==> config.mk <==
export PLATFORM = sky130hd
export DESIGN_NAME = ctlreg_file
export DESIGN_NICKNAME = d
export VERILOG_FILES = /design/src/rtl/ctlreg_pkg.sv /design/src/rtl/ctlreg_cycctr.sv /design/src/rtl/ctlreg_decode.sv /design/src/rtl/ctlreg_store.sv /design/src/rtl/ctlreg_file.sv
export SDC_FILE = /design/constraint.sdc
export NUM_CORES = 1
export LEC_CHECK = 0
export BUFFER_PORTS_ARGS = -buffer_cell sky130_fd_sc_hd__buf_2
export CAP_MARGIN = 5
export CELL_PAD_IN_SITES_DETAIL_PLACEMENT = 1
export CELL_PAD_IN_SITES_GLOBAL_PLACEMENT = 1
export CORE_MARGIN = 1
export CORE_UTILIZATION = 46
export DETAILED_ROUTE_END_ITERATION = 10
export PLACE_DENSITY_LB_ADDON = 0.1
export RECOVER_POWER = 25
export SYNTH_ARGS = -nofsm -noshare
export SYNTH_HDL_FRONTEND = slang
export SYNTH_SLANG_ARGS = --single-unit
==> constraint.sdc <==
create_clock -name clk -period 1.69 [get_ports clk]
set_input_delay 0.169 -clock clk [delete_from_list [all_inputs] [get_ports clk]]
set_output_delay 0.169 -clock clk [all_outputs]
set_load 0.005 [all_outputs]
==> src/rtl/ctlreg_pkg.sv <==
package ctlreg_pkg;

    localparam int DATA_W   = 64;
    localparam int NUM_REGS = 32;

    localparam int IX_VEC      = 4;
    localparam int IX_MISC     = 5;
    localparam int IX_CYC      = 6;
    localparam int IX_PRIO     = 7;
    localparam int IX_EXCSUM   = 21;
    localparam int IX_EXCMSK   = 22;
    localparam int IX_INV_ALL  = 29;
    localparam int IX_INV_PROC = 30;
    localparam int IX_INV_ONE  = 31;

    localparam logic [DATA_W-1:0] MISC_RST = 64'h6;

    typedef enum logic [2:0] {
        ACC_STORE,
        ACC_CLEAR,
        ACC_RO,
        ACC_WO,
        ACC_STROBE,
        ACC_NONE
    } acc_kind_e;

    typedef enum logic [1:0] {
        INV_NONE,
        INV_ALL,
        INV_PROC,
        INV_ONE
    } inv_kind_e;

    typedef enum logic [2:0] {
        ST_IDLE,
        ST_WACK,
        ST_RDATA,
        ST_FAULT,
        ST_INV_ALL,
        ST_INV_PROC,
        ST_INV_ONE
    } rsp_state_e;

    function automatic acc_kind_e kind_of(input int id);
        if (id < 0)  return ACC_NONE;
        if (id <= 20) return ACC_STORE;
        if (id <= 22) return ACC_CLEAR;
        if (id <= 25) return ACC_RO;
        if (id <= 28) return ACC_WO;
        if (id <= 31) return ACC_STROBE;
        return ACC_NONE;
    endfunction

    // Bits a write is allowed to set; zero for clear-on-write and read-only.
    function automatic logic [DATA_W-1:0] wr_mask(input int id);
        case (id)
            0, 1, 2, 3, 4, 5, 6: return '1;
            7:                   return 64'h1f;
            8, 9:                return 64'hf;
            10, 11:              return 64'h18;
            12:                  return 64'h7fff0;
            13:                  return 64'hff_ffff_0300;
            14, 15:              return 64'hffff_ffff_c000_0000;
            16, 17:              return 64'h3f;
            18:                  return 64'h7f0;
            19:                  return 64'hfe00_0000_0000_0000;
            20:                  return 64'h1ffb;
            default:             return '0;
        endcase
    endfunction

    function automatic inv_kind_e inv_of(input int id);
        case (id)
            IX_INV_ALL:  return INV_ALL;
            IX_INV_PROC: return INV_PROC;
            IX_INV_ONE:  return INV_ONE;
            default:     return INV_NONE;
        endcase
    endfunction

endpackage

==> src/rtl/ctlreg_cycctr.sv <==
module ctlreg_cycctr #(
    parameter int CNT_W = 32
) (
    input  logic             clk,
    input  logic             rst_n,
    output logic [CNT_W-1:0] cnt
);

    always_ff @(posedge clk or negedge rst_n) begin
        if (!rst_n) cnt <= '0;
        else        cnt <= cnt + CNT_W'(1);
    end

    // one step per clock, modulo 2^CNT_W
    a_r4_cnt_step: assert property (@(posedge clk) disable iff (!rst_n)
        1'b1 |=> (cnt == $past(cnt) + CNT_W'(1)));

endmodule

==> src/rtl/ctlreg_decode.sv <==
module ctlreg_decode
    import ctlreg_pkg::*;
#(
    parameter int IDX_W = 6
) (
    input  logic             req_valid,
    input  logic             req_write,
    input  logic [IDX_W-1:0] req_idx,
    output logic             illegal,
    output logic             store_en,
    output logic             read_ok,
    output inv_kind_e        inv_kind
);

    localparam int ID_W = $clog2(NUM_REGS);

    logic            mapped;
    logic [ID_W-1:0] id;
    acc_kind_e       kind;

    assign mapped = (req_idx[IDX_W-1:ID_W] == '0);
    assign id     = req_idx[ID_W-1:0];
    assign kind   = kind_of(int'(id));

    always_comb begin
        illegal  = 1'b0;
        store_en = 1'b0;
        read_ok  = 1'b0;
        inv_kind = INV_NONE;
        if (req_valid) begin
            if (!mapped) begin
                illegal = 1'b1;
            end else if (req_write) begin
                unique case (kind)
                    ACC_STORE, ACC_CLEAR: store_en = 1'b1;
                    ACC_RO:               illegal  = 1'b1;
                    ACC_WO:               ;
                    ACC_STROBE:           inv_kind = inv_of(int'(id));
                    default:              illegal  = 1'b1;
                endcase
            end else begin
                if (kind == ACC_WO || kind == ACC_STROBE || kind == ACC_NONE)
                    illegal = 1'b1;
                else
                    read_ok = 1'b1;
            end
        end
    end

endmodule

==> src/rtl/ctlreg_store.sv <==
module ctlreg_store
    import ctlreg_pkg::*;
#(
    parameter int                CNT_W        = 32,
    parameter logic [DATA_W-1:0] VEC_BASE_RST = 64'h0000_0000_0001_c000
) (
    input  logic                            clk,
    input  logic                            rst_n,
    input  logic                            wr_en,
    input  logic [$clog2(NUM_REGS)-1:0]     wr_id,
    input  logic [DATA_W-1:0]               wr_data,
    input  logic [$clog2(NUM_REGS)-1:0]     rd_id,
    input  logic [CNT_W-1:0]                cnt,
    output logic [DATA_W-1:0]               rd_word
);

    localparam int ID_W = $clog2(NUM_REGS);

    logic [DATA_W-1:0] regs [NUM_REGS];

    for (genvar g = 0; g < NUM_REGS; g++) begin : g_reg
        localparam acc_kind_e K = kind_of(g);
        if (K == ACC_STORE || K == ACC_CLEAR || K == ACC_RO) begin : g_held
            localparam logic [DATA_W-1:0] KEEP = wr_mask(g);
            localparam logic [DATA_W-1:0] RV   = (g == IX_VEC)  ? VEC_BASE_RST :
                                                 (g == IX_MISC) ? MISC_RST : '0;
            logic [DATA_W-1:0] q;
            always_ff @(posedge clk or negedge rst_n) begin
                if (!rst_n)                            q <= RV;
                else if (wr_en && wr_id == ID_W'(g))   q <= wr_data & KEEP;
            end
            assign regs[g] = q;
        end else begin : g_none
            assign regs[g] = '0;
        end
    end

    assign rd_word = (rd_id == ID_W'(IX_CYC)) ? {regs[IX_CYC][DATA_W-1:CNT_W], cnt}
                                              : regs[rd_id];

    // priority level never holds bits above [4:0]
    a_r5_prio_upper_zero: assert property (@(posedge clk) disable iff (!rst_n)
        regs[IX_PRIO][DATA_W-1:5] == '0);

    // clear-on-write registers stay zero
    a_r7_clear_regs_zero: assert property (@(posedge clk) disable iff (!rst_n)
        (regs[IX_EXCSUM] == '0) && (regs[IX_EXCMSK] == '0));

endmodule

==> src/rtl/ctlreg_file.sv <==
module ctlreg_file
    import ctlreg_pkg::*;
#(
    parameter int          IDX_W        = 6,
    parameter int          CNT_W        = 32,
    parameter logic [63:0] VEC_BASE_RST = 64'h0000_0000_0001_c000
) (
    input  logic             clk,
    input  logic             rst_n,
    input  logic             req_valid,
    input  logic             req_write,
    input  logic [IDX_W-1:0] req_idx,
    input  logic [63:0]      req_wdata,
    output logic             rsp_rvalid,
    output logic [63:0]      rsp_rdata,
    output logic             rsp_wack,
    output logic             rsp_err,
    output logic             inv_all,
    output logic             inv_proc,
    output logic             inv_one,
    output logic [63:0]      inv_operand
);

    localparam int ID_W = $clog2(NUM_REGS);

    logic              dec_illegal;
    logic              dec_store;
    logic              dec_read_ok;
    inv_kind_e         dec_inv;
    logic [CNT_W-1:0]  cyc_cnt;
    logic [63:0]       rd_word;
    logic [ID_W-1:0]   acc_id;
    rsp_state_e        state_q, state_d;
    logic [63:0]       rdata_q;
    logic [63:0]       operand_q;

    assign acc_id = req_idx[ID_W-1:0];

    ctlreg_decode #(.IDX_W(IDX_W)) u_decode (
        .req_valid (req_valid),
        .req_write (req_write),
        .req_idx   (req_idx),
        .illegal   (dec_illegal),
        .store_en  (dec_store),
        .read_ok   (dec_read_ok),
        .inv_kind  (dec_inv)
    );

    ctlreg_cycctr #(.CNT_W(CNT_W)) u_cycctr (
        .clk   (clk),
        .rst_n (rst_n),
        .cnt   (cyc_cnt)
    );

    ctlreg_store #(.CNT_W(CNT_W), .VEC_BASE_RST(VEC_BASE_RST)) u_store (
        .clk     (clk),
        .rst_n   (rst_n),
        .wr_en   (dec_store),
        .wr_id   (acc_id),
        .wr_data (req_wdata),
        .rd_id   (acc_id),
        .cnt     (cyc_cnt),
        .rd_word (rd_word)
    );

    // Next-state selection
    always_comb begin
        if (dec_illegal)                  state_d = ST_FAULT;
        else if (dec_read_ok)             state_d = ST_RDATA;
        else if (dec_inv == INV_ALL)      state_d = ST_INV_ALL;
        else if (dec_inv == INV_PROC)     state_d = ST_INV_PROC;
        else if (dec_inv == INV_ONE)      state_d = ST_INV_ONE;
        else if (req_valid && req_write)  state_d = ST_WACK;
        else                              state_d = ST_IDLE;
    end

    // State register and response data
    always_ff @(posedge clk or negedge rst_n) begin
        if (!rst_n) begin
            state_q   <= ST_IDLE;
            rdata_q   <= '0;
            operand_q <= '0;
        end else begin
            state_q <= state_d;
            if (dec_read_ok)         rdata_q   <= rd_word;
            if (dec_inv != INV_NONE) operand_q <= req_wdata;
        end
    end

    // Outputs from state
    always_comb begin
        rsp_rvalid = 1'b0;
        rsp_wack   = 1'b0;
        rsp_err    = 1'b0;
        inv_all    = 1'b0;
        inv_proc   = 1'b0;
        inv_one    = 1'b0;
        unique case (state_q)
            ST_IDLE:     ;
            ST_WACK:     rsp_wack = 1'b1;
            ST_RDATA:    rsp_rvalid = 1'b1;
            ST_FAULT:    rsp_err = 1'b1;
            ST_INV_ALL:  begin rsp_wack = 1'b1; inv_all  = 1'b1; end
            ST_INV_PROC: begin rsp_wack = 1'b1; inv_proc = 1'b1; end
            ST_INV_ONE:  begin rsp_wack = 1'b1; inv_one  = 1'b1; end
            default:     ;
        endcase
    end

    assign rsp_rdata   = rdata_q;
    assign inv_operand = operand_q;

    // an illegal request is answered by the error flag
    a_r8_fault_on_illegal: assert property (@(posedge clk) disable iff (!rst_n)
        (req_valid && dec_illegal) |=> (rsp_err && !rsp_wack && !rsp_rvalid));

    // an error response never disturbs the held read data
    a_r9_err_keeps_rdata: assert property (@(posedge clk) disable iff (!rst_n)
        rsp_err |-> $stable(rsp_rdata));

    // strobes only follow a write request, and never more than one
    a_r11_strobe_from_write: assert property (@(posedge clk) disable iff (!rst_n)
        (inv_all || inv_proc || inv_one) |-> $past(req_valid && req_write));

    a_r11_strobe_onehot: assert property (@(posedge clk) disable iff (!rst_n)
        $onehot0({inv_all, inv_proc, inv_one}));

endmodule

## Word level (Yosys, flattened, before mapping)

Cells that the tools add are included.

- Flip-flop bits (word level): 775
- Bits in latches: 0
- Memory bits (writable): 0
- Bits in read-only memories: 0
- Input bits: 74
- Memories: 0

- $add $sub $neg: 1
- $mul: 0
- Div/mod/pow operators: 0
- $lt $le $gt $ge: 5
- Eq/ne operators: 36
- Shift operators: 0
- Mux-type cells: 57
- Bitwise operators: 1
- Reductions and logical operators: 30

Operators with widths:

| kind | count |
|---|---|
| $bmux 64 s5 | 1 |
| $mux 64 | 3 |
| $eq 5x4->1 const B | 8 |
| $eq 5x5->1 const B | 8 |
| $mux 3 | 13 |
| $mux 1 | 35 |
| $add 32x1->32 const B | 1 |
| $logic_and 1x1->1 | 22 |
| $eq 5x3->1 const B | 4 |
| $le 5x5->1 const B | 4 |
| $eq 3x3->1 const B | 5 |
| $eq 5x2->1 const B | 2 |
| $eq 3x2->1 const B | 3 |
| $mux 2 | 4 |
| $reduce_or 4->1 | 2 |
| $eq 3x1->1 const B | 2 |
| $ge 6x6->1 const B | 1 |
| $not 5->6 | 1 |
| $pmux 2 s3 | 1 |
| $eq 5x1->1 const B | 1 |
| $logic_not 5->1 | 1 |
| $eq 2x2->1 const B | 2 |
| $logic_not 3->1 | 1 |
| $eq 2x1->1 const B | 1 |
| other kinds (3) | 4 |

## Longest topological paths before layout

Gate-level depths: netlist of run 1.

- Word-level depth: 28
- Gate-level depth with buffers: 10

## Modules after synthesis

A second synthesis of run 1 with hierarchy kept.

- Cell total of the unflattened synthesis: 2420
- Area, all modules: 34192.8 um^2

By module, submodules not included:

| module | instances | cells each | area each (um^2) | seq. area each (um^2) |
|---|---|---|---|---|
| ctlreg_store | 1 | 1989 | 27465.1 | 14770.4 |
| ctlreg_file | 1 | 287 | 5148.7 | 3278.1 |
| ctlreg_cycctr | 1 | 127 | 1478.9 | 800.8 |
| ctlreg_decode | 1 | 17 | 100.1 | 0.0 |

## Worst setup path after synthesis of run 1

Ideal clock, no wire load.

- Path kind: input -> register
- From: input req_idx[0]
- To: register rdata_q[30], in the netlist rsp_rdata[30]
- Library setup time: 0.136 ns
- Data arrival time: 1.692 ns
- Setup slack: -0.139 ns
- Cell stages on the path: 8
- Path buffers: 5
- Cell sequence: buf_4 -> buf_6 -> buf_6 -> buf_2 -> buf_2 -> mux2_2 -> a22oi_1 -> o211ai_1

- Longest elaborated chain between the ends: 16
- Elaborated cells on any way between the ends: 36
- Those cells by class: order compare: 4; eq/ne: 4; mux: 25; bitwise: 1; reduce/logical: 2

RTL lines:

| what | RTL line | text |
|---|---|---|
| start: declaration | ctlreg_file.sv:12 | `input logic [IDX_W-1:0] req_idx,` |
| $le 5x5->1 | ctlreg_pkg.sv:49 | `if (id <= 28) return ACC_WO;` |
| $mux 1 (2 in series) | ctlreg_pkg.sv:49 |  |
| $mux 1 | ctlreg_pkg.sv:48 | `if (id <= 25) return ACC_RO;` |
| $mux 1 | ctlreg_pkg.sv:47 | `if (id <= 22) return ACC_CLEAR;` |
| $mux 3 | ctlreg_pkg.sv:50 | `if (id <= 31) return ACC_STROBE;` |
| $mux 3 | ctlreg_pkg.sv:49 |  |
| $mux 3 | ctlreg_pkg.sv:48 |  |
| $mux 3 | ctlreg_pkg.sv:47 |  |
| $eq 3x2->1 / $eq 3x3->1 (equally long branches) | ctlreg_decode.sv:42 | `if (kind == ACC_WO \|\| kind == ACC_STROBE \|\| kind == ACC_NONE)` |
| $logic_or 1x1->1 (2 in series) | ctlreg_decode.sv:42 |  |
| $mux 1 | ctlreg_decode.sv:42 |  |
| $mux 1 | ctlreg_decode.sv:33 | `end else if (req_write) begin` |
| $mux 1 | ctlreg_decode.sv:31 | `if (!mapped) begin` |
| $mux 1 | ctlreg_decode.sv:30 | `if (req_valid) begin` |
| end signal: assignment | ctlreg_file.sv:85 | `if (dec_read_ok) rdata_q <= rd_word;` |
| end: declaration | ctlreg_file.sv:34 | `logic [63:0] rdata_q;` |

Parallel ways exist; a longest one is shown, timed or not. The select of a mux whose other input is x is not followed.
A chain may end at the register's enable or synchronous reset.

## Final worst setup path of run 1

- From: register u_cycctr.cnt[0]
- To: register u_cycctr.cnt[20]

- Longest elaborated chain between the ends: 1

RTL lines:

| what | RTL line | text |
|---|---|---|
| start: declaration | ctlreg_cycctr.sv:6 | `output logic [CNT_W-1:0] cnt` |
| start signal: assignment | ctlreg_cycctr.sv:11 | `else cnt <= cnt + CNT_W'(1);` |
| $add 32x1->32 | ctlreg_cycctr.sv:11 |  |

No other way between the ends.

==> impl_metrics.env, run 1 <==
export IMPL_max_freq_mhz=556.2
export IMPL_post_dp_hpwl_um=64670
export IMPL_critPathKind="flop to flop"
export IMPL_cts_tree="yes"
export IMPL_rrSetupSlack_ps=-110
export IMPL_synth_seq_cells=748
export IMPL_clk_latency_ps=620
export IMPL_grt_first_pass_wirelength_um=152200
export IMPL_nNetsFinal=2921
export IMPL_hold_class="primary input to flop"
export IMPL_die_w_um=271.8
export IMPL_core_area_um2=71730
export IMPL_post_route_period_util_pct=106.4
export IMPL_crit_buf_inv=1
export IMPL_ys_types=68
export IMPL_power_density_nw_per_um2=1047
export IMPL_r2r_start="u_cycctr.cnt[0]"
export IMPL_cts_made_buffers=80
export IMPL_die_area_um2=73890
export IMPL_r2r_cells=6
export IMPL_slew_headroom_pct=33.01
export IMPL_hold_viol=0
export IMPL_clock_path_buffers=3
export IMPL_seqCellArea_um2=18720
export IMPL_cts_sinks=748
export IMPL_routabilityCongestion=0.8378
export IMPL_vias_per_cell=5.730
export IMPL_synth_nets=2507
export IMPL_syn_avg_cell_area_um2=13.77
export IMPL_rsz0062_at_grt="true"
export IMPL_drv_cap=0
export IMPL_cts_root_buf="clkbuf_16"
export IMPL_wl_per_cell_um=25.02
export IMPL_fin_crit_ps=1798
export IMPL_num_rows=98
export IMPL_layout_commonest_cell="dfrtp_1"
export IMPL_grt_pass1_vias=24820
export IMPL_rr_endpoint="u_cycctr.cnt[20]"
export IMPL_syn_inst=2432
export IMPL_setup_viol=10
export IMPL_synth_flop_cell="dfrtp_1"
export IMPL_cp_required_ps=2230
export IMPL_startpoint_type="flop"
export IMPL_antenna_found_initial=2
export IMPL_grt_overflow=0
export IMPL_path_cells="ha_2, nand4_1, nor3_4, and4_4, buf_4, xor2_1"
export IMPL_path_delay_family="simple AND/OR/NAND/NOR gates"
export IMPL_violations="setup timing"
export IMPL_drive_above_1_share_pct=47.58
export IMPL_cts_max_level=3
export IMPL_critPathMaxStageDelay_ps=390
export IMPL_fin_skew_ps=17.55
export IMPL_min_from="req_wdata[32]"
export IMPL_hold_path_depth=2
export IMPL_final_max_slew_viol_count=0
export IMPL_mostFrequentLayoutCells="dfrtp_1 (743), mux2_2 (635), buf_2 (204)"
export IMPL_drc=0
export IMPL_utilization_pct=57.18
export IMPL_vias=22110
export IMPL_syn2layout_area_growth_pct=22.46
export IMPL_clk_pin_slew_worst_paths_ps=60
export IMPL_ir_drop_mv=0.8284
export IMPL_placed_area_um2=37810
export IMPL_crit_path_end_kind="flop"
export IMPL_drt_total_wl_um=96550
export IMPL_multi_input_area_um2=13950
export IMPL_setup_slack_ps=-107.8
export IMPL_fillerInstances=6962
export IMPL_portBuffers=207
export IMPL_async_flop_share_pct=100.0
export IMPL_start_util_pct=46.69
export IMPL_antenna_left=0
export IMPL_fin_area_um2=41010
export IMPL_worstHoldEndpoint="u_store.g_reg[6].g_held.q[32]"
export IMPL_p_leak_nw=20.11
export IMPL_grt_max_degree=61
export IMPL_crit_slowest_cell="dfrtp_1"
export IMPL_ios=208
export IMPL_drt_pass1_iterations=8
export IMPL_worstMarginPinSlew_ps=1005
export IMPL_crit_path_max_fanout=6
export IMPL_ys_seq_area_share_pct=55.91
export IMPL_grt_total_usage_pct=26.79
export IMPL_status="finished with violations"
export IMPL_drt_iter0_markers=1183
export IMPL_die_h_um=271.8
export IMPL_antenna_cells=0
export IMPL_worst_ep_arrival_time_ps=2340
export IMPL_syn_cell_area_um2=33490
export IMPL_yosysWarnings=0
export IMPL_synth_edf_count=0
==> synthesized netlist by cell type (7+ instances only) <==
cell type / number / share of area [%]
buf_2: 56 / 0.84
and3_1: 7 / 0.13
buf_1: 25 / 0.28
mux2i_1: 91 / 2.7
nand2_1: 74 / 0.83
inv_1: 8 / 0.090
nor3_1: 9 / 0.13
mux4_2: 49 / 3.3
clkbuf_1: 71 / 0.80
a211oi_1: 14 / 0.31
o21ai_0: 76 / 1.1
o22ai_1: 28 / 0.52
dfrtp_1: 743 / 56
a21oi_1: 42 / 0.63
buf_4: 16 / 0.36
nand2b_1: 28 / 0.52
a222oi_1: 15 / 0.45
o211ai_1: 23 / 0.52
nor2_1: 103 / 1.2
buf_6: 35 / 1.2
a22oi_1: 41 / 0.92
a31oi_1: 13 / 0.24
nand3_1: 23 / 0.34
xnor2_1: 24 / 0.63
mux2_2: 677 / 23
a2bb2oi_1: 11 / 0.29
nand2_2: 9 / 0.17
nor2b_1: 21 / 0.39
==> logic make-up (layout without fill, tap and decap cells) <==
kind of cell | Yosys count | in the layout | synth area share (%)
buf+inv | 211 | 688 | 3.538
flops | 748 | 748 | 55.91
fa+ha+maj | 1 | 1 | 0.03735
simple gates | 318 | 318 | 4.778
mux | 823 | 823 | 28.98
compound gates | 301 | 301 | 5.977
xor+xnor | 30 | 30 | 0.7845
==> metal layers <==
layer,track usage (%),routed length [um],up-vias
li1,-,-,9652
met1,36.74,42800,11920
met2,45.30,48490,416
met3,3.200,3197,128
met4,6.815,2064,0
met5,0,0,-
==> final cells by class <==
cell class              count  share of cell area (%)
inverters                   8                 0.07322
clock buffers             123                   5.995
flip-flops and latches    748                   45.65
clock inverters            22                  0.4881
repair buffers            535                   10.88
well taps                 950                   2.898
multi-input cells        1473                   34.01
==> power breakdown <==
group,switching [mW],internal [mW]
registers,0.910,19.5
logic,2.30,2.55
clock network,7.21,10.5
total,10.4,32.5
==> how the worst max path moves through the flow <==
stage | from | to | slack (ps) | cells after the start
2_1_floorplan | req_idx[3] | u_store.g_reg[6].g_held.q[33] | -120 | 6
3_3_place_gp | req_idx[4] | u_store.g_reg[15].g_held.q[42] | -400 | 8
3_5_place_dp | req_write | rsp_rdata[30] | -440 | 7
4_1_cts | u_cycctr.cnt[7] | u_cycctr.cnt[23] | -70 | 8
5_1_grt | u_cycctr.cnt[0] | u_cycctr.cnt[22] | -150 | 6
6_report | u_cycctr.cnt[0] | u_cycctr.cnt[20] | -110 | 6
==> state kept, by name, summed over array words and instances, names as in the netlist <==
register / count
state_q: 3
rsp_rdata: 64
u_store.g.g_held.q: 585
inv_operand: 64
u_cycctr.cnt: 32
==> repair_timing <==
item	CTS	global route
endpoints found under the hold margin	922	0
hold buffers	55	0
pin swaps	9	10
endpoints found under the setup margin	14	20
gates resized for setup	10	13
setup buffers	6	3
==> stage by stage <==
| stage | hold WS [ps] | worst slack (ps) | std cells | TNS, ps | power [mW] |
|---|---|---|---|---|---|
| global route | 33.28 | -152.4 | 3859 | -3220 | 44.63 |
| detailed placement | 68.11 | -441.4 | 3653 | -135000 | 25.53 |
| finish | 42.76 | -107.8 | 3859 | -580.0 | 42.95 |
| global placement | 64.05 | -397.7 | 3653 | -133670 | 25.19 |
| CTS | 10.08 | -67.21 | 3857 | -434.1 | 43.43 |
| floorplan | -126.6 | -119.0 | 2432 | -4645 | 23.11 |
No activity file was read; power rests on OpenSTA's default activity.
==> run 2: changes to the inputs <==
--- a/config.mk
+++ b/config.mk
@@ -12,7 +12,7 @@
 export CORE_MARGIN = 1
 export CORE_UTILIZATION = 46
 export DETAILED_ROUTE_END_ITERATION = 10
-export PLACE_DENSITY_LB_ADDON = 0.1
+export PLACE_DENSITY = 0.73
 export RECOVER_POWER = 25
 export SYNTH_ARGS = -nofsm -noshare
 export SYNTH_HDL_FRONTEND = slang
==> impl_metrics.env, run 2 (synthesis results as in run 1) <==
export IMPL_fin_crit_ps=1819
export IMPL_drt_iter0_markers=1440
export IMPL_wl_per_cell_um=25.71
export IMPL_fillerInstances=6986
export IMPL_grt_first_pass_wirelength_um=155300
export IMPL_max_freq_mhz=549.8
export IMPL_largest_register_ff_count=585
export IMPL_crit_path_end_kind="flop"
export IMPL_clk_latency_ps=640
export IMPL_cts_sinks=748
export IMPL_nNetsFinal=2917
export IMPL_clk_pin_slew_worst_paths_ps=60
export IMPL_startpoint_type="flop"
export IMPL_worst_ep_arrival_time_ps=2330
export IMPL_placed_area_um2=37530
export IMPL_antenna_left=0
export IMPL_clock_path_buffers=3
export IMPL_post_route_period_util_pct=107.6
export IMPL_critPathMaxStageDelay_ps=380
export IMPL_layout_commonest_cell="dfrtp_1"
export IMPL_crit_path_max_fanout=6
export IMPL_power_switching_mw=10.72
export IMPL_core_area_um2=71730
export IMPL_post_dp_hpwl_um=64570
export IMPL_hold_class="primary input to flop"
export IMPL_cts_root_buf="clkbuf_16"
export IMPL_fin_skew_ps=28.84
export IMPL_num_rows=98
export IMPL_cts_tree="yes"
export IMPL_vias=22370
export IMPL_path_cells="ha_2, nand4_1, nor3_4, buf_6, and4_4, buf_12, nand3_4, xnor2_2"
export IMPL_drt_total_wl_um=99200
export IMPL_regMostFlops="u_store.g.g_held.q"
export IMPL_fin_area_um2=40950
export IMPL_critPathKind="flop to flop"
export IMPL_p_clk_share_pct=42.1
export IMPL_status="finished with violations"
export IMPL_dp_cells=3646
export IMPL_setup_slack_ps=-128.8
export IMPL_fin_cells=3859
export IMPL_ir_drop_mv=0.7576
export IMPL_grt_overflow=0
export IMPL_finalPower_mw=43.67
export IMPL_routabilityCongestion=0.8612
export IMPL_hold_viol=0
export IMPL_sequentialPowerShare_pct=46.8
export IMPL_utilization_pct=57.09
export IMPL_power_density_nw_per_um2=1066
export IMPL_slew_headroom_pct=19.76
export IMPL_pwr_share_comb_pct=11.1
export IMPL_crit_slowest_cell="dfrtp_1"
export IMPL_cts_max_level=3
export IMPL_drc=0
export IMPL_die_w_um=271.8
export IMPL_final_max_slew_viol_count=0
export IMPL_cp_required_ps=2200
export IMPL_antenna_found_initial=5
export IMPL_fin_hold_ws_ps=23.29
export IMPL_setup_viol=14
export IMPL_portBuffers=207
export IMPL_rsz0062_at_grt="true"
export IMPL_grt_pass1_vias=25590
export IMPL_drv_cap=0
export IMPL_grt_total_usage_pct=27.44
export IMPL_final_setup_tns_ps=-783.1
export IMPL_die_h_um=271.8
export IMPL_p_leak_nw=20.10
export IMPL_ios=208
export IMPL_violations="setup timing"
export IMPL_worstMarginPinSlew_ps=1204
export IMPL_swShare_pct=24.55
export IMPL_drt_pass1_iterations=6
export IMPL_syn2layout_area_growth_pct=22.27
export IMPL_drive_above_1_share_pct=47.78
export IMPL_mostFrequentLayoutCells="dfrtp_1 (743), mux2_2 (635), buf_2 (205)"
export IMPL_place_ws_ps=-326.7
export IMPL_vias_per_cell=5.798
export IMPL_crit_buf_inv=2
export IMPL_grt_max_degree=87
export IMPL_die_area_um2=73890
export IMPL_path_delay_family="simple AND/OR/NAND/NOR gates"
export IMPL_cts_made_buffers=81
export IMPL_start_util_pct=46.69
export IMPL_internal_power_mw=32.95
-- run 2: cell types whose count changed in the layout (fill, tap and decap cells not counted), moves of 3 or more --
cell and change:
buf_12 -20, buf_4 +14, buf_6 +5, clkbuf_1 -9, clkinv_2 -6, clkinvlp_4 +3
dlygate4sd3_1 +4
-- run 2: path summary, 6_finish.rpt --
path	start	to	slack, ps	depth (start not counted)
worst max-delay path	u_cycctr.cnt[0]	u_cycctr.cnt[22]	-130	8
max in group asynchronous	rst_n	u_store.g_reg[4].g_held.q[16]	100	4
worst min-delay path	req_wdata[9]	u_store.g_reg[13].g_held.q[9]	20	2
min in group asynchronous	rst_n	u_store.g_reg[5].g_held.q[60]	380	3
worst max register to register	u_cycctr.cnt[0]	u_cycctr.cnt[22]	-130	8
worst min register to register	u_cycctr.cnt[31]	u_cycctr.cnt[31]	480	1
-- run 2: what timing repair did --
action                                 4_1_cts  5_1_grt
setup endpoints to repair                   16       19
gates resized for setup                     10       19
buffers inserted                             1        3
pin swaps                                    6        4
hold buffers                                59        0
endpoints found under the hold margin     1031        0
-- run 2: power by group through the flow --
stage                     sequential (mW)  clock, mW  combinational [mW]
after floorplan                      20.4          0                2.67
after global placement               20.6          0                4.53
after detailed placement             20.7          0                4.76
after CTS                            20.4       18.7                4.94
after global routing                 20.6       19.4                5.28
final                                20.4       18.4                4.85
-- run 2: cell type report --
cell class / count / area [um2] / area share (%)
flip-flops and latches: 748 / 18720 / 45.72
diodes: 2 / 5.005 / 0.01222
clock inverters: 23 / 296.5 / 0.7241
repair buffers: 530 / 4244 / 10.36
clock buffers: 125 / 2486 / 6.071
inverters: 8 / 30.03 / 0.07333
multi-input cells: 1473 / 13980 / 34.13
well taps: 950 / 1189 / 2.903
-- run 2: metal layers --
metal | GRT usage (%) | routed length [um]
met5 | 0 | 40
met2 | 47.18 | 50400
met4 | 9.403 | 2685
met3 | 5.007 | 4744
met1 | 34.83 | 41330
==> run 3: changes to the inputs <==
--- a/config.mk
+++ b/config.mk
@@ -12,6 +12,7 @@
 export CORE_MARGIN = 1
 export CORE_UTILIZATION = 46
 export DETAILED_ROUTE_END_ITERATION = 10
+export MAX_ROUTING_LAYER = met4
 export PLACE_DENSITY = 0.73
 export RECOVER_POWER = 25
 export SYNTH_ARGS = -nofsm -noshare
==> impl_metrics.env, run 3 (synthesis results as in run 1) <==
export IMPL_status="finished with violations"
export IMPL_violations="setup timing"
export IMPL_fin_skew_ps=28.03
export IMPL_cts_tree="yes"
export IMPL_mostFrequentLayoutCells="dfrtp_1 (743), mux2_2 (635), buf_2 (206)"
export IMPL_cts_root_buf="clkbuf_16"
export IMPL_fin_hold_ws_ps=34.47
export IMPL_final_max_slew_viol_count=0
export IMPL_grt_first_pass_wirelength_um=155300
export IMPL_drt_iter0_markers=1422
export IMPL_drc=0
export IMPL_clk_pin_slew_worst_paths_ps=60
export IMPL_hold_viol=0
export IMPL_setup_viol=14
export IMPL_crit_path_end_kind="flop"
export IMPL_core_area_um2=71730
export IMPL_rsz0062_at_grt="true"
export IMPL_antenna_left=0
export IMPL_regMostFlops="u_store.g.g_held.q"
export IMPL_vias=22370
export IMPL_grt_max_degree=87
export IMPL_hold_class="primary input to flop"
export IMPL_power_density_nw_per_um2=1066
export IMPL_nNetsFinal=2917
export IMPL_critPathMaxStageDelay_ps=380
export IMPL_grt_pass1_vias=25560
export IMPL_cts_made_buffers=81
export IMPL_ir_drop_mv=0.7555
export IMPL_rr_endpoint="u_cycctr.cnt[22]"
export IMPL_place_ws_ps=-326.7
export IMPL_layout_commonest_cell="dfrtp_1"
export IMPL_p_clk_share_pct=42.1
export IMPL_startpoint_type="flop"
export IMPL_routabilityCongestion=0.8753
export IMPL_r2r_cells=8
export IMPL_setup_worst_path_start="u_cycctr.cnt[0]"
export IMPL_largest_register_ff_count=585
export IMPL_fillerInstances=6988
export IMPL_worstMarginPinSlew_ps=1202
export IMPL_pwr_share_comb_pct=11.1
export IMPL_clk_latency_ps=640
export IMPL_antenna_found_initial=5
export IMPL_setup_slack_ps=-137.7
export IMPL_cts_max_level=3
export IMPL_drive_above_1_share_pct=47.78
export IMPL_path_cells="ha_2, nand4_1, nor3_4, buf_6, and4_4, buf_12, nand3_4, xnor2_2"
export IMPL_num_rows=98
export IMPL_syn2layout_area_growth_pct=22.30
export IMPL_ios=208
export IMPL_cp_required_ps=2200
export IMPL_internal_power_mw=32.95
export IMPL_r2r_start="u_cycctr.cnt[0]"
export IMPL_worst_ep_arrival_time_ps=2340
export IMPL_p_leak_nw=20.10
export IMPL_cts_sinks=748
export IMPL_wl_per_cell_um=25.70
export IMPL_crit_path_max_fanout=6
export IMPL_critPathKind="flop to flop"
export IMPL_power_switching_mw=10.72
export IMPL_grt_total_usage_pct=28.29
export IMPL_vias_per_cell=5.791
export IMPL_slew_headroom_pct=19.84
export IMPL_post_dp_hpwl_um=64570
export IMPL_portBuffers=207
export IMPL_sequentialPowerShare_pct=46.8
export IMPL_finalPower_mw=43.67
export IMPL_rrSetupSlack_ps=-140
export IMPL_fin_crit_ps=1828
export IMPL_swShare_pct=24.54
export IMPL_die_h_um=271.8
export IMPL_die_area_um2=73890
export IMPL_post_route_period_util_pct=108.1
export IMPL_crit_slowest_cell="dfrtp_1"
export IMPL_drt_total_wl_um=99240
export IMPL_start_util_pct=46.69
export IMPL_drv_cap=0
export IMPL_clock_path_buffers=3
export IMPL_die_w_um=271.8
export IMPL_grt_overflow=0
export IMPL_drt_pass1_iterations=5
export IMPL_max_freq_mhz=547.1
export IMPL_endpoint="u_cycctr.cnt[22]"
run 3: cell count changes in the layout (fill, tap and decap cells not counted):
cell,delta
diode_2,+3
buf_2,+1
clkbuf_2,-1
run 3: layout make-up:
class / count / area (um2) / area share [%]
tap: 950 / 1189 / 2.902
multi-input combinational: 1473 / 13980 / 34.12
inverter: 8 / 30.03 / 0.07331
clock inverter: 23 / 296.5 / 0.7240
timing repair buffer: 530 / 4244 / 10.36
sequential: 748 / 18720 / 45.71
antenna: 5 / 12.51 / 0.03055
clock buffer: 125 / 2486 / 6.070
run 3: timing repair:
item                        CTS  global route
pin swaps                     6             4
hold buffers                 59             0
setup buffers                 1             3
hold endpoints to repair   1031             0
setup endpoints to repair    16            19
gates resized for setup      10            19
run 3: stage by stage:
step / cell area (um2) / util, % / TNS (ps) / instances
after floorplan: 33780 / - / -4645 / 2432
after global routing: 40960 / 57.10 / -4300 / 3862
after global placement: 37530 / 52.31 / -96760 / 3646
after detailed placement: 37530 / 52.31 / -107910 / 3646
final: 40960 / 57.10 / -863.3 / 3862
after CTS: 40950 / 57.09 / -626.4 / 3854
run 3: worst max-delay path: cells and delay by family, from the launching register on:
family                   cells  cell delay (ps)
XOR/XNOR                     1              150
adder cells (fa/ha/maj)      1              200
buffers and inverters        2              300
AND/OR/NAND/NOR              4              670
flip-flops                   1              380
run 3: per-layer routing:
layer  up-vias  track usage (%)  share of wire, %  wire (um)
li1       9674                -                 -          -
met1     11990            34.87                42      41550
met2       533            47.19                51      50630
met3       167            4.919               4.5       4481
met4         0            9.403               2.6       2586
met5         -                -                 0          0
run 3: how the worst min path moves through the flow:
stage / start / endpoint / cells after the start
detailed placement: rst_n / u_store.g_reg[2].g_held.q[58] / 1
floorplan: rst_n / inv_operand[0] / 0
global route: req_wdata[9] / u_store.g_reg[13].g_held.q[9] / 2
global placement: rst_n / u_store.g_reg[2].g_held.q[58] / 1
finish: req_wdata[9] / u_store.g_reg[13].g_held.q[9] / 2
CTS: req_wdata[9] / u_store.g_reg[13].g_held.q[9] / 2
run 3: power groups by stage:
stage                     Sequential, mW  Combinational, mW  Clock [mW]
after floorplan                     20.4               2.67           0
after global placement              20.6               4.53           0
after detailed placement            20.7               4.76           0
after CTS                           20.4               4.94        18.7
after global routing                20.6               5.28        19.4
final                               20.4               4.85        18.4
